<file path="src/rtl/vsc_pkg.sv">
package vsc_pkg;

  typedef enum logic [1:0] {
    MODE_OLDEST = 2'd0,
    MODE_LEGACY = 2'd1,
    MODE_NEW    = 2'd2,
    MODE_ALT    = 2'd3
  } vsc_mode_e;

  localparam int IDX_MINX = 0;
  localparam int IDX_MINY = 1;
  localparam int IDX_MAXX = 2;
  localparam int IDX_MAXY = 3;
  localparam int NUM_EDGES = 4;

  function automatic logic is_new_mode(input logic [1:0] m);
    return m == MODE_NEW;
  endfunction

endpackage

</file>
<file path="src/rtl/vsc_bound.sv">
module vsc_bound
  import vsc_pkg::*;
#(
  parameter int COORD_W = 16,
  parameter int VP_W    = COORD_W + 2,
  parameter int LIM_OLD = 16384,
  parameter int LIM_NEW = 32768
) (
  input  logic [1:0]                          mode_i,
  input  logic                                wspace_i,
  input  logic [NUM_EDGES-1:0][VP_W-1:0]      vp_i,
  output logic [NUM_EDGES-1:0][COORD_W-1:0]   bnd_o,
  output logic [COORD_W-1:0]                  limit_o
);

  localparam logic [COORD_W-1:0] LIM_OLD_C = COORD_W'(LIM_OLD);
  localparam logic [COORD_W-1:0] LIM_NEW_C = COORD_W'(LIM_NEW);
  localparam int PAD_W = VP_W - COORD_W;

  // Saturate a signed coordinate into [0, lim]
  function automatic logic [COORD_W-1:0] clamp_coord(
    input logic signed [VP_W-1:0] v,
    input logic [COORD_W-1:0]     lim
  );
    logic signed [VP_W-1:0] lim_s;
    lim_s = $signed({{PAD_W{1'b0}}, lim});
    if (v < 0)
      return '0;
    else if (v > lim_s)
      return lim;
    else
      return v[COORD_W-1:0];
  endfunction

  assign limit_o = is_new_mode(mode_i) ? LIM_NEW_C : LIM_OLD_C;

  for (genvar e = 0; e < NUM_EDGES; e++) begin : g_edge
    logic [COORD_W-1:0] clamped;
    logic [COORD_W-1:0] bypass_val;
    assign clamped    = clamp_coord($signed(vp_i[e]), limit_o);
    assign bypass_val = (e >= IDX_MAXX) ? limit_o : '0;
    assign bnd_o[e]   = wspace_i ? bypass_val : clamped;
  end

endmodule

</file>
<file path="src/rtl/vsc_intersect.sv">
module vsc_intersect
  import vsc_pkg::*;
#(
  parameter int COORD_W = 16
) (
  input  logic                              sc_en_i,
  input  logic [NUM_EDGES-1:0][COORD_W-1:0] bnd_i,
  input  logic [NUM_EDGES-1:0][COORD_W-1:0] sc_i,
  output logic [NUM_EDGES-1:0][COORD_W-1:0] fin_o
);

  function automatic logic [COORD_W-1:0] pick_max(
    input logic [COORD_W-1:0] a,
    input logic [COORD_W-1:0] b
  );
    return (a > b) ? a : b;
  endfunction

  function automatic logic [COORD_W-1:0] pick_min(
    input logic [COORD_W-1:0] a,
    input logic [COORD_W-1:0] b
  );
    return (a < b) ? a : b;
  endfunction

  for (genvar e = 0; e < NUM_EDGES; e++) begin : g_edge
    logic [COORD_W-1:0] merged;
    if (e < IDX_MAXX) begin : g_lo
      assign merged = pick_max(bnd_i[e], sc_i[e]);
    end else begin : g_hi
      assign merged = pick_min(bnd_i[e], sc_i[e]);
    end
    assign fin_o[e] = sc_en_i ? merged : bnd_i[e];
  end

endmodule

</file>
<file path="src/rtl/vsc_encode.sv">
module vsc_encode
  import vsc_pkg::*;
#(
  parameter int COORD_W = 16,
  parameter int WORD_W  = 2 * COORD_W + 1
) (
  input  logic [1:0]                        mode_i,
  input  logic [NUM_EDGES-1:0][COORD_W-1:0] fin_i,
  output logic                              empty_o,
  output logic [WORD_W-1:0]                 tl_o,
  output logic [WORD_W-1:0]                 br_o
);

  localparam logic [COORD_W-1:0] ONE = COORD_W'(1);

  function automatic logic [WORD_W-1:0] pack_word(
    input logic               flag,
    input logic [COORD_W-1:0] y,
    input logic [COORD_W-1:0] x
  );
    return {flag, y, x};
  endfunction

  logic [COORD_W-1:0] minx, miny, maxx, maxy;
  assign minx = fin_i[IDX_MINX];
  assign miny = fin_i[IDX_MINY];
  assign maxx = fin_i[IDX_MAXX];
  assign maxy = fin_i[IDX_MAXY];

  assign empty_o = (maxx == '0) || (maxy == '0);

  always_comb begin
    tl_o = pack_word(1'b1, miny, minx);
    br_o = pack_word(1'b0, maxy, maxx);
    unique case (mode_i)
      MODE_NEW: begin
        if (empty_o) begin
          tl_o = pack_word(1'b0, ONE, ONE);
          br_o = pack_word(1'b0, '0, '0);
        end else begin
          tl_o = pack_word(1'b0, miny, minx);
          br_o = pack_word(1'b0, maxy - ONE, maxx - ONE);
        end
      end
      MODE_OLDEST: begin
        if (empty_o) begin
          tl_o = pack_word(1'b1, ONE, ONE);
          br_o = pack_word(1'b0, ONE, ONE);
        end
      end
      default: begin
      end
    endcase
  end

endmodule

</file>
<file path="src/rtl/vsc_pixel_test.sv">
module vsc_pixel_test
  import vsc_pkg::*;
#(
  parameter int COORD_W = 16
) (
  input  logic                              clk,
  input  logic                              rst_n,
  input  logic [NUM_EDGES-1:0][COORD_W-1:0] rect_i,
  input  logic [COORD_W-1:0]                px_x_i,
  input  logic [COORD_W-1:0]                px_y_i,
  output logic                              inside_o
);

  function automatic logic in_span(
    input logic [COORD_W-1:0] v,
    input logic [COORD_W-1:0] lo,
    input logic [COORD_W-1:0] hi
  );
    return (v >= lo) && (v < hi);
  endfunction

  logic hit_x, hit_y;
  assign hit_x = in_span(px_x_i, rect_i[IDX_MINX], rect_i[IDX_MAXX]);
  assign hit_y = in_span(px_y_i, rect_i[IDX_MINY], rect_i[IDX_MAXY]);

  always_ff @(posedge clk) begin
    if (!rst_n) inside_o <= 1'b0;
    else        inside_o <= hit_x && hit_y;
  end

endmodule

</file>
<file path="src/rtl/vp_scissor_composer.sv">
module vp_scissor_composer
  import vsc_pkg::*;
#(
  parameter int COORD_W = 16,
  parameter int LIM_OLD = 16384,
  parameter int LIM_NEW = 32768,
  localparam int VP_W   = COORD_W + 2,
  localparam int WORD_W = 2 * COORD_W + 1
) (
  input  logic                      clk,
  input  logic                      rst_n,
  input  logic                      load_i,
  input  logic [1:0]                mode_i,
  input  logic                      wspace_i,
  input  logic signed [VP_W-1:0]    vp_minx_i,
  input  logic signed [VP_W-1:0]    vp_miny_i,
  input  logic signed [VP_W-1:0]    vp_maxx_i,
  input  logic signed [VP_W-1:0]    vp_maxy_i,
  input  logic                      sc_en_i,
  input  logic [COORD_W-1:0]        sc_minx_i,
  input  logic [COORD_W-1:0]        sc_miny_i,
  input  logic [COORD_W-1:0]        sc_maxx_i,
  input  logic [COORD_W-1:0]        sc_maxy_i,
  input  logic [COORD_W-1:0]        px_x_i,
  input  logic [COORD_W-1:0]        px_y_i,
  output logic [WORD_W-1:0]         tl_o,
  output logic [WORD_W-1:0]         br_o,
  output logic                      inside_o
);

  logic [NUM_EDGES-1:0][VP_W-1:0]    vp_vec;
  logic [NUM_EDGES-1:0][COORD_W-1:0] sc_vec;
  logic [NUM_EDGES-1:0][COORD_W-1:0] bnd_w;
  logic [NUM_EDGES-1:0][COORD_W-1:0] fin_w;
  logic [NUM_EDGES-1:0][COORD_W-1:0] fin_q;
  logic [COORD_W-1:0]                limit_w;
  logic [WORD_W-1:0]                 tl_w, br_w;
  logic                              empty_w;
  logic [1:0]                        mode_q;
  logic                              load_evt;

  assign vp_vec[IDX_MINX] = vp_minx_i;
  assign vp_vec[IDX_MINY] = vp_miny_i;
  assign vp_vec[IDX_MAXX] = vp_maxx_i;
  assign vp_vec[IDX_MAXY] = vp_maxy_i;
  assign sc_vec[IDX_MINX] = sc_minx_i;
  assign sc_vec[IDX_MINY] = sc_miny_i;
  assign sc_vec[IDX_MAXX] = sc_maxx_i;
  assign sc_vec[IDX_MAXY] = sc_maxy_i;

  assign load_evt = load_i;

  vsc_bound #(
    .COORD_W(COORD_W), .VP_W(VP_W), .LIM_OLD(LIM_OLD), .LIM_NEW(LIM_NEW)
  ) u_bound (
    .mode_i  (mode_i),
    .wspace_i(wspace_i),
    .vp_i    (vp_vec),
    .bnd_o   (bnd_w),
    .limit_o (limit_w)
  );

  vsc_intersect #(.COORD_W(COORD_W)) u_isect (
    .sc_en_i(sc_en_i),
    .bnd_i  (bnd_w),
    .sc_i   (sc_vec),
    .fin_o  (fin_w)
  );

  vsc_encode #(.COORD_W(COORD_W), .WORD_W(WORD_W)) u_enc (
    .mode_i (mode_i),
    .fin_i  (fin_w),
    .empty_o(empty_w),
    .tl_o   (tl_w),
    .br_o   (br_w)
  );

  always_ff @(posedge clk) begin
    if (!rst_n) begin
      fin_q  <= '0;
      mode_q <= MODE_LEGACY;
      tl_o   <= '0;
      br_o   <= '0;
    end else if (load_evt) begin
      fin_q  <= fin_w;
      mode_q <= mode_i;
      tl_o   <= tl_w;
      br_o   <= br_w;
    end
  end

  vsc_pixel_test #(.COORD_W(COORD_W)) u_pix (
    .clk     (clk),
    .rst_n   (rst_n),
    .rect_i  (fin_q),
    .px_x_i  (px_x_i),
    .px_y_i  (px_y_i),
    .inside_o(inside_o)
  );

endmodule

</file>
<file path="config.mk">
export PLATFORM = sky130hd
export DESIGN_NAME = vp_scissor_composer
export DESIGN_NICKNAME = d
export VERILOG_FILES = /design/src/rtl/vsc_pkg.sv /design/src/rtl/vsc_bound.sv /design/src/rtl/vsc_intersect.sv /design/src/rtl/vsc_encode.sv /design/src/rtl/vsc_pixel_test.sv /design/src/rtl/vp_scissor_composer.sv
export SDC_FILE = /design/constraint.sdc
export NUM_CORES = 1
export LEC_CHECK = 0
export ABC_AREA = 1
export BUFFER_PORTS_ARGS = -buffer_cell sky130_fd_sc_hd__buf_4
export CORE_ASPECT_RATIO = 1.5
export CORE_MARGIN = 1.5
export CORE_UTILIZATION = 55
export DETAILED_ROUTE_END_ITERATION = 8
export GPL_ROUTABILITY_DRIVEN = 0
export HOLD_SLACK_MARGIN = 0.15
export PLACE_DENSITY = 0.86
export SYNTH_ARGS = -nofsm -noshare
export SYNTH_HDL_FRONTEND = slang
export SYNTH_SLANG_ARGS = --single-unit
</file>
<file path="constraint.sdc">
create_clock -name clk -period 12.3 [get_ports clk]
set_input_delay 0.615 -clock clk [delete_from_list [all_inputs] [get_ports clk]]
set_output_delay 0.615 -clock clk [all_outputs]
set_load 0.01 [all_outputs]
</file>
### Yosys cells after proc, flatten, opt, wreduce, memory -nomap -nowiden

Index checks and enable logic that the tools add are counted.

| word-level totals | value |
|---|---|
| RAM bits | 0 |
| bits in latches | 0 |
| memories | 0 |
| bits in read-only memories | 0 |
| input port bits | 175 |
| register bits after elaboration | 131 |

| cells by class | value |
|---|---|
| bitwise gates (word level) | 0 |
| equal/unequal tests | 1 |
| shift-type cells | 0 |
| multiplexer cells | 27 |
| add/sub/neg operators | 2 |
| div/mod/pow operators | 0 |
| multipliers | 0 |
| reduce and logical (&&, ||, !) cells | 7 |
| magnitude comparators | 16 |

Operators by type and width:

| kind | count |
|---|---|
| 2-to-1 mux 16 bit | 21 |
| case mux 33 bit (2 select lines) | 2 |
| 2-to-1 mux 32 bit | 4 |
| greater-than comparator 18 x 17 -> 1 bit | 4 |
| less-than comparator 18 x 1 -> 1 bit (second input constant) | 4 |
| less-than comparator 16 bit | 4 |
| greater-or-equal comparator 16 bit | 2 |
| greater-than comparator 16 bit | 2 |
| zero test 16 bit | 2 |
| subtractor 16 x 1 -> 16 bit (second input constant) | 2 |
| logical AND 1 bit | 3 |
| equality test 2 bit (second input constant) | 1 |
| zero test 2 bit | 1 |
| logical OR 1 bit | 1 |

### Depth between registers and ports, before layout

| depth | value |
|---|---|
| word-level depth | 13 |
| mapped depth | 42 |
| depth with buffers taken out | 39 |

### Cells and area by module

Synthesis repeated with hierarchy kept, for this count alone.

| unflattened totals | value |
|---|---|
| cell total of the unflattened synthesis | 2,217 |
| area total of the unflattened synthesis | 12,793.5 sq um |

Modules (own cells, without submodules):

| module | times used | cells each | area each (sq um) |
|---|---|---|---|
| vp_scissor_composer | 1 | 823 | 5,360.1 |
| vsc_intersect | 1 | 484 | 2,680.1 |
| vsc_pixel_test | 1 | 274 | 1,677.9 |
| vsc_encode | 1 | 355 | 1,641.6 |
| vsc_bound | 1 | 281 | 1,433.9 |

### Least setup slack after synthesis

No wires, ideal clock.

| timing path | value |
|---|---|
| path kind | input to register |
| start point | input mode_i[1] |
| end point | register br_o[15] |
| path slack | 7.080 ns |
| cell stages on the path | 37 |
| required time | 12.191 ns |
| library setup time | 0.109 ns |
| arrival time | 5.111 ns |
| cell sequence | inv_1 > nor2_1 > clkinv_1 > buf_2 > ha_1 > nand2_1 > inv_1 > nand2_1 > nor2_1 > nand2_1 > nand2_2 > nand2_1 > nor2_1 > clkbuf_1 > nand2_1 > inv_1 > ha_1 > a21oi_1 > nor2_1 > a211oi_1 > o221a_2 > nand2_2 > nand2_2 > buf_2 > nand2_1 > o21ai_1 > ha_1 > nand3_1 > nor2_1 > nand2_4 > nand2_8 > nand2_4 > buf_6 > nand3_2 > nand3_1 > nand2_1 > inv_1 |

| between the ends | value |
|---|---|
| cells in the longest elaborated chain, start to end | 13 |
| elaborated cells on any way between the ends | 24 |

Ends and longest elaborated chain:

| element | RTL line | source |
|---|---|---|
| from (decl) | vp_scissor_composer.sv:13 | `input logic [1:0] mode_i,` |
| branches (longest 12 deep; another with greater-than comparator 18 x 17 -> 1 bit) | n/a |  |
| case mux 33 bit (2 select lines) (*) | vsc_encode.sv:35 | `unique case (mode_i)` |
| to (signal assigned) | vp_scissor_composer.sv:88 | `br_o <= br_w;` |
| to (decl) | vp_scissor_composer.sv:27 | `output logic [WORD_W-1:0] br_o,` |

Every way passes the cells marked *.
A chain may end at the register's enable or synchronous reset.

### Worst setup path after layout

| timing path | value |
|---|---|
| start point | input mode_i[1] |
| end point | register br_o[24] |

The elaborated chain is that of the path after synthesis.

==> summary.md <==
| Metric | Value |
|---|---|
| Syn nets | 1998 |
| Slew Limit Fails | 0 |
| Clk_skew | 0.00438 ns |
| Setup Buffers After CTS | 0 |
| TritonCTS clock tree | yes |
| Register area share after synthesis | 24.2% |
| Largest family of logic cells by synthesized area | simple AND/OR/NAND/NOR gates |
| Gr usage total | 30.1% |
| Fillers | 1690 |
| Row Count | 62 |
| Initial antenna violation count | 0 |
| TNS Setup | 0 ns |
| Drt total wl | 30.7 mm |
| Vias per cell | 5.40 |
| Worst path top cell family by delay | simple AND/OR/NAND/NOR gates |
| Clock transition at path regs | 0.06 ns |
| Io pins | 242 |
| Vias | 11700 |
| Syn Area/Cell | 6.35 µm² |
| Total grt overflow | 0 |
| Most used cell, CP | nor2_1 |
| #FFs+latches synth | 130 |
| Worst-case clock buffer depth | 2 |
| Outcome | completed |
| Drt first pass iters | 6 |
| Slew HR | 44.7% |
| Clk_lat worst skew | 0.42 ns |
| Drc violations | 0 |
| Synth Cell Area | 10800 µm² |
| P_leak | 0.00717 µW |
| CP required | 12.60 ns |
| Initial DRC Count | 726 |
| EDFF count, synth | 0 |
| Antenna cells | 0 |
| DP HPWL | 23.5 mm |
| IO buf count | 240 |
| Setup violations, final | 0 |
| Hold Path Class | flip-flop to flip-flop |
| Max Freq | 0.174 GHz |
| Core region area | 19200 µm² |
| Die Footprint | 20400 µm² |
| Multiplexer share of the synthesized area | 0% |
| CP peak stage delay | 0.62 ns |
| Clk root buf | clkbuf_16 |
| Pwr per Cell Area | 102 nW/µm² |
| Clock sink count | 130 |
| Max IR drop VDD | 0.0945 mV |
| Post-DP Area | 12600 µm² |
| Most common cell in the synthesized netlist | nand2_1 |
| Post_cts resized | 0 |
| Final hold viol count | 0 |
| Worst Path Buf+Inv | 6 |
| Crit-path max FO | 44 |
| Place WS | 6.22 ns |
| CP max stage cell | nor2_1 |
| R2r setup slk | 10.05 ns |
| Post-synthesis adder-cell area fraction | 15.1% |
| Synth Area in Simple Gates | 29.3% |
| Final worst path period share | 46.6% |
| Crit path time final | 5.73 ns |
| Critical Path AT | 6.03 ns |
| Largest cells by area after synthesis | dfxtp_1 (24%), ha_1 (15%), nand2_1 (12%) |
| Post-synth top flop | dfxtp_1 |
| Async set-reset flop share out of synthesis | 0% |
| Setup repair after global routing missed its margin | false |
| Layout cells sized above 1 | 17.6% |
| Critical path class | input port to flip-flop |
| Yosys warnings | 0 |
| Yosys cell types | 47 |
| Critical path startpoint category | input port |
| Hold-fix buffers, CTS | 0 |
| Post-synth top cells | nand2_1 (342), inv_1 (309), a21oi_1 (186), nor2_1 (163) |
| Routed Antenna Nets | 0 |
| Synth Area in Compound Gates | 16.9% |
| Mapped Cells | 1693 |
| TritonCTS Buffers | 17 |
| Die Span Y | 174 µm |
| Pin count of the biggest net entering global routing | 86 |
| Crit. End Element | flip-flop |
| Worst-Margin Slew | 0.830 ns |
| Vias in the first global route | 11200 |
| Area growth syn-to-layout | 22.6% |
| Wire per inst | 14.2 µm |
| Non-Filler Cell Area, Final | 13200 µm² |
| Final WS setup | 6.57 ns |
| Max-cap violations | 0 |
| Initial Util | 56.1% |
| Xor and xnor area share after synthesis | 0.733% |
| Synth top area share | 24.2% |
| First-pass GRT wire length | 49.8 mm |
| Die Wd | 117 µm |
| Largest area contributor in the netlist | dfxtp_1 |
| H-tree levels | 4 |
| Final net count | 2197 |
-- worst register-to-register path, delay by kind of cell (launching register included) --
| kind | cells | cell delay (ns) |
|---|---|---|
| compound gates | 9 | 1.27 |
| fa+ha+maj | 1 | 0.26 |
| buf+inv | 1 | 0.06 |
| flops | 1 | 0.32 |
| simple gates | 3 | 0.23 |
-- sequential cells by signal, summed over array words and instances, names as in the netlist --
register / count
fin_q: 64
tl_o: 33
u_pix.inside_o: 1
br_o: 32
-- power by group --
| part | internal (µW) | leakage (µW) | switching, µW |
|---|---|---|---|
| logic | 155 | 0.00582 | 235 |
| registers | 450 | 0.00107 | 15.3 |
| clock network | 315 | 0.000285 | 181 |
-- area by class of cell --
| class | count | area [µm²] | share of cell area, % |
|---|---|---|---|
| well taps | 256 | 320 | 2.43 |
| flip-flops and latches | 130 | 2600 | 19.7 |
| clock buffers | 23 | 488 | 3.70 |
| clock inverters | 6 | 80.1 | 0.607 |
| repair buffers | 244 | 1830 | 13.9 |
| multi-input cells | 1183 | 6670 | 50.6 |
| inverters | 316 | 1190 | 9.02 |
-- path summary, 6_finish.rpt --
kind | from | endpoint | depth (start not counted)
hold / removal | tl_o[13] | tl_o[13] | 2
setup / recovery | mode_i[1] | br_o[24] | 35
hold reg to reg | tl_o[13] | tl_o[13] | 2
setup reg to reg | fin_q[17] | u_pix.inside_o | 14
-- metrics by stage --
step                      hold slack (ns)  utilization (%)  power, µW  cells
final                               0.467             68.8       1350   2158
after global routing                0.486             68.8       1430   2158
after CTS                           0.465             68.8       1350   2158
after detailed placement            0.456             65.9        857   2129
after global placement              0.454             65.9        844   2129
after floorplan                     0.444                -        722   1693
-- per-layer routing --
layer  track usage (%)  vias up  share of wire [%]
met5                 0        -                  0
met3              4.08      103                5.7
met4              14.8        0                4.2
li1                  -     5841                  -
met2              53.9      458                 50
met1              34.3     5253                 40
-- cell usage in the layout (no fill, tap or decap), types with 3 or more instances in the layout --
cell / count
ha_1: 130
nand3b_1: 6
clkinv_2: 5
nor3_1: 27
nand2_2: 24
dfxtp_1: 130
o21a_1: 11
clkbuf_16: 17
nor2_2: 15
o21ai_1: 3
clkbuf_8: 4
o21bai_1: 7
nand3_1: 88
a211oi_1: 7
a2111oi_0: 4
nor4_1: 4
nand2_1: 342
o21ai_0: 82
nand3_2: 5
nor2_1: 163
o211ai_1: 12
o221ai_1: 3
inv_1: 308
xor2_1: 7
a21oi_1: 186
buf_4: 244
nand2_4: 7
inv_2: 4
nand4_1: 30
-- logic make-up (layout without fill, tap and decap cells) --
family,after synthesis,in the layout
compound gates,328,328
buf+inv,380,589
xor+xnor,9,9
fa+ha+maj,130,130
simple gates,715,715
flops,130,130
other cells,1,1
(Power assumes the default switching activity.)
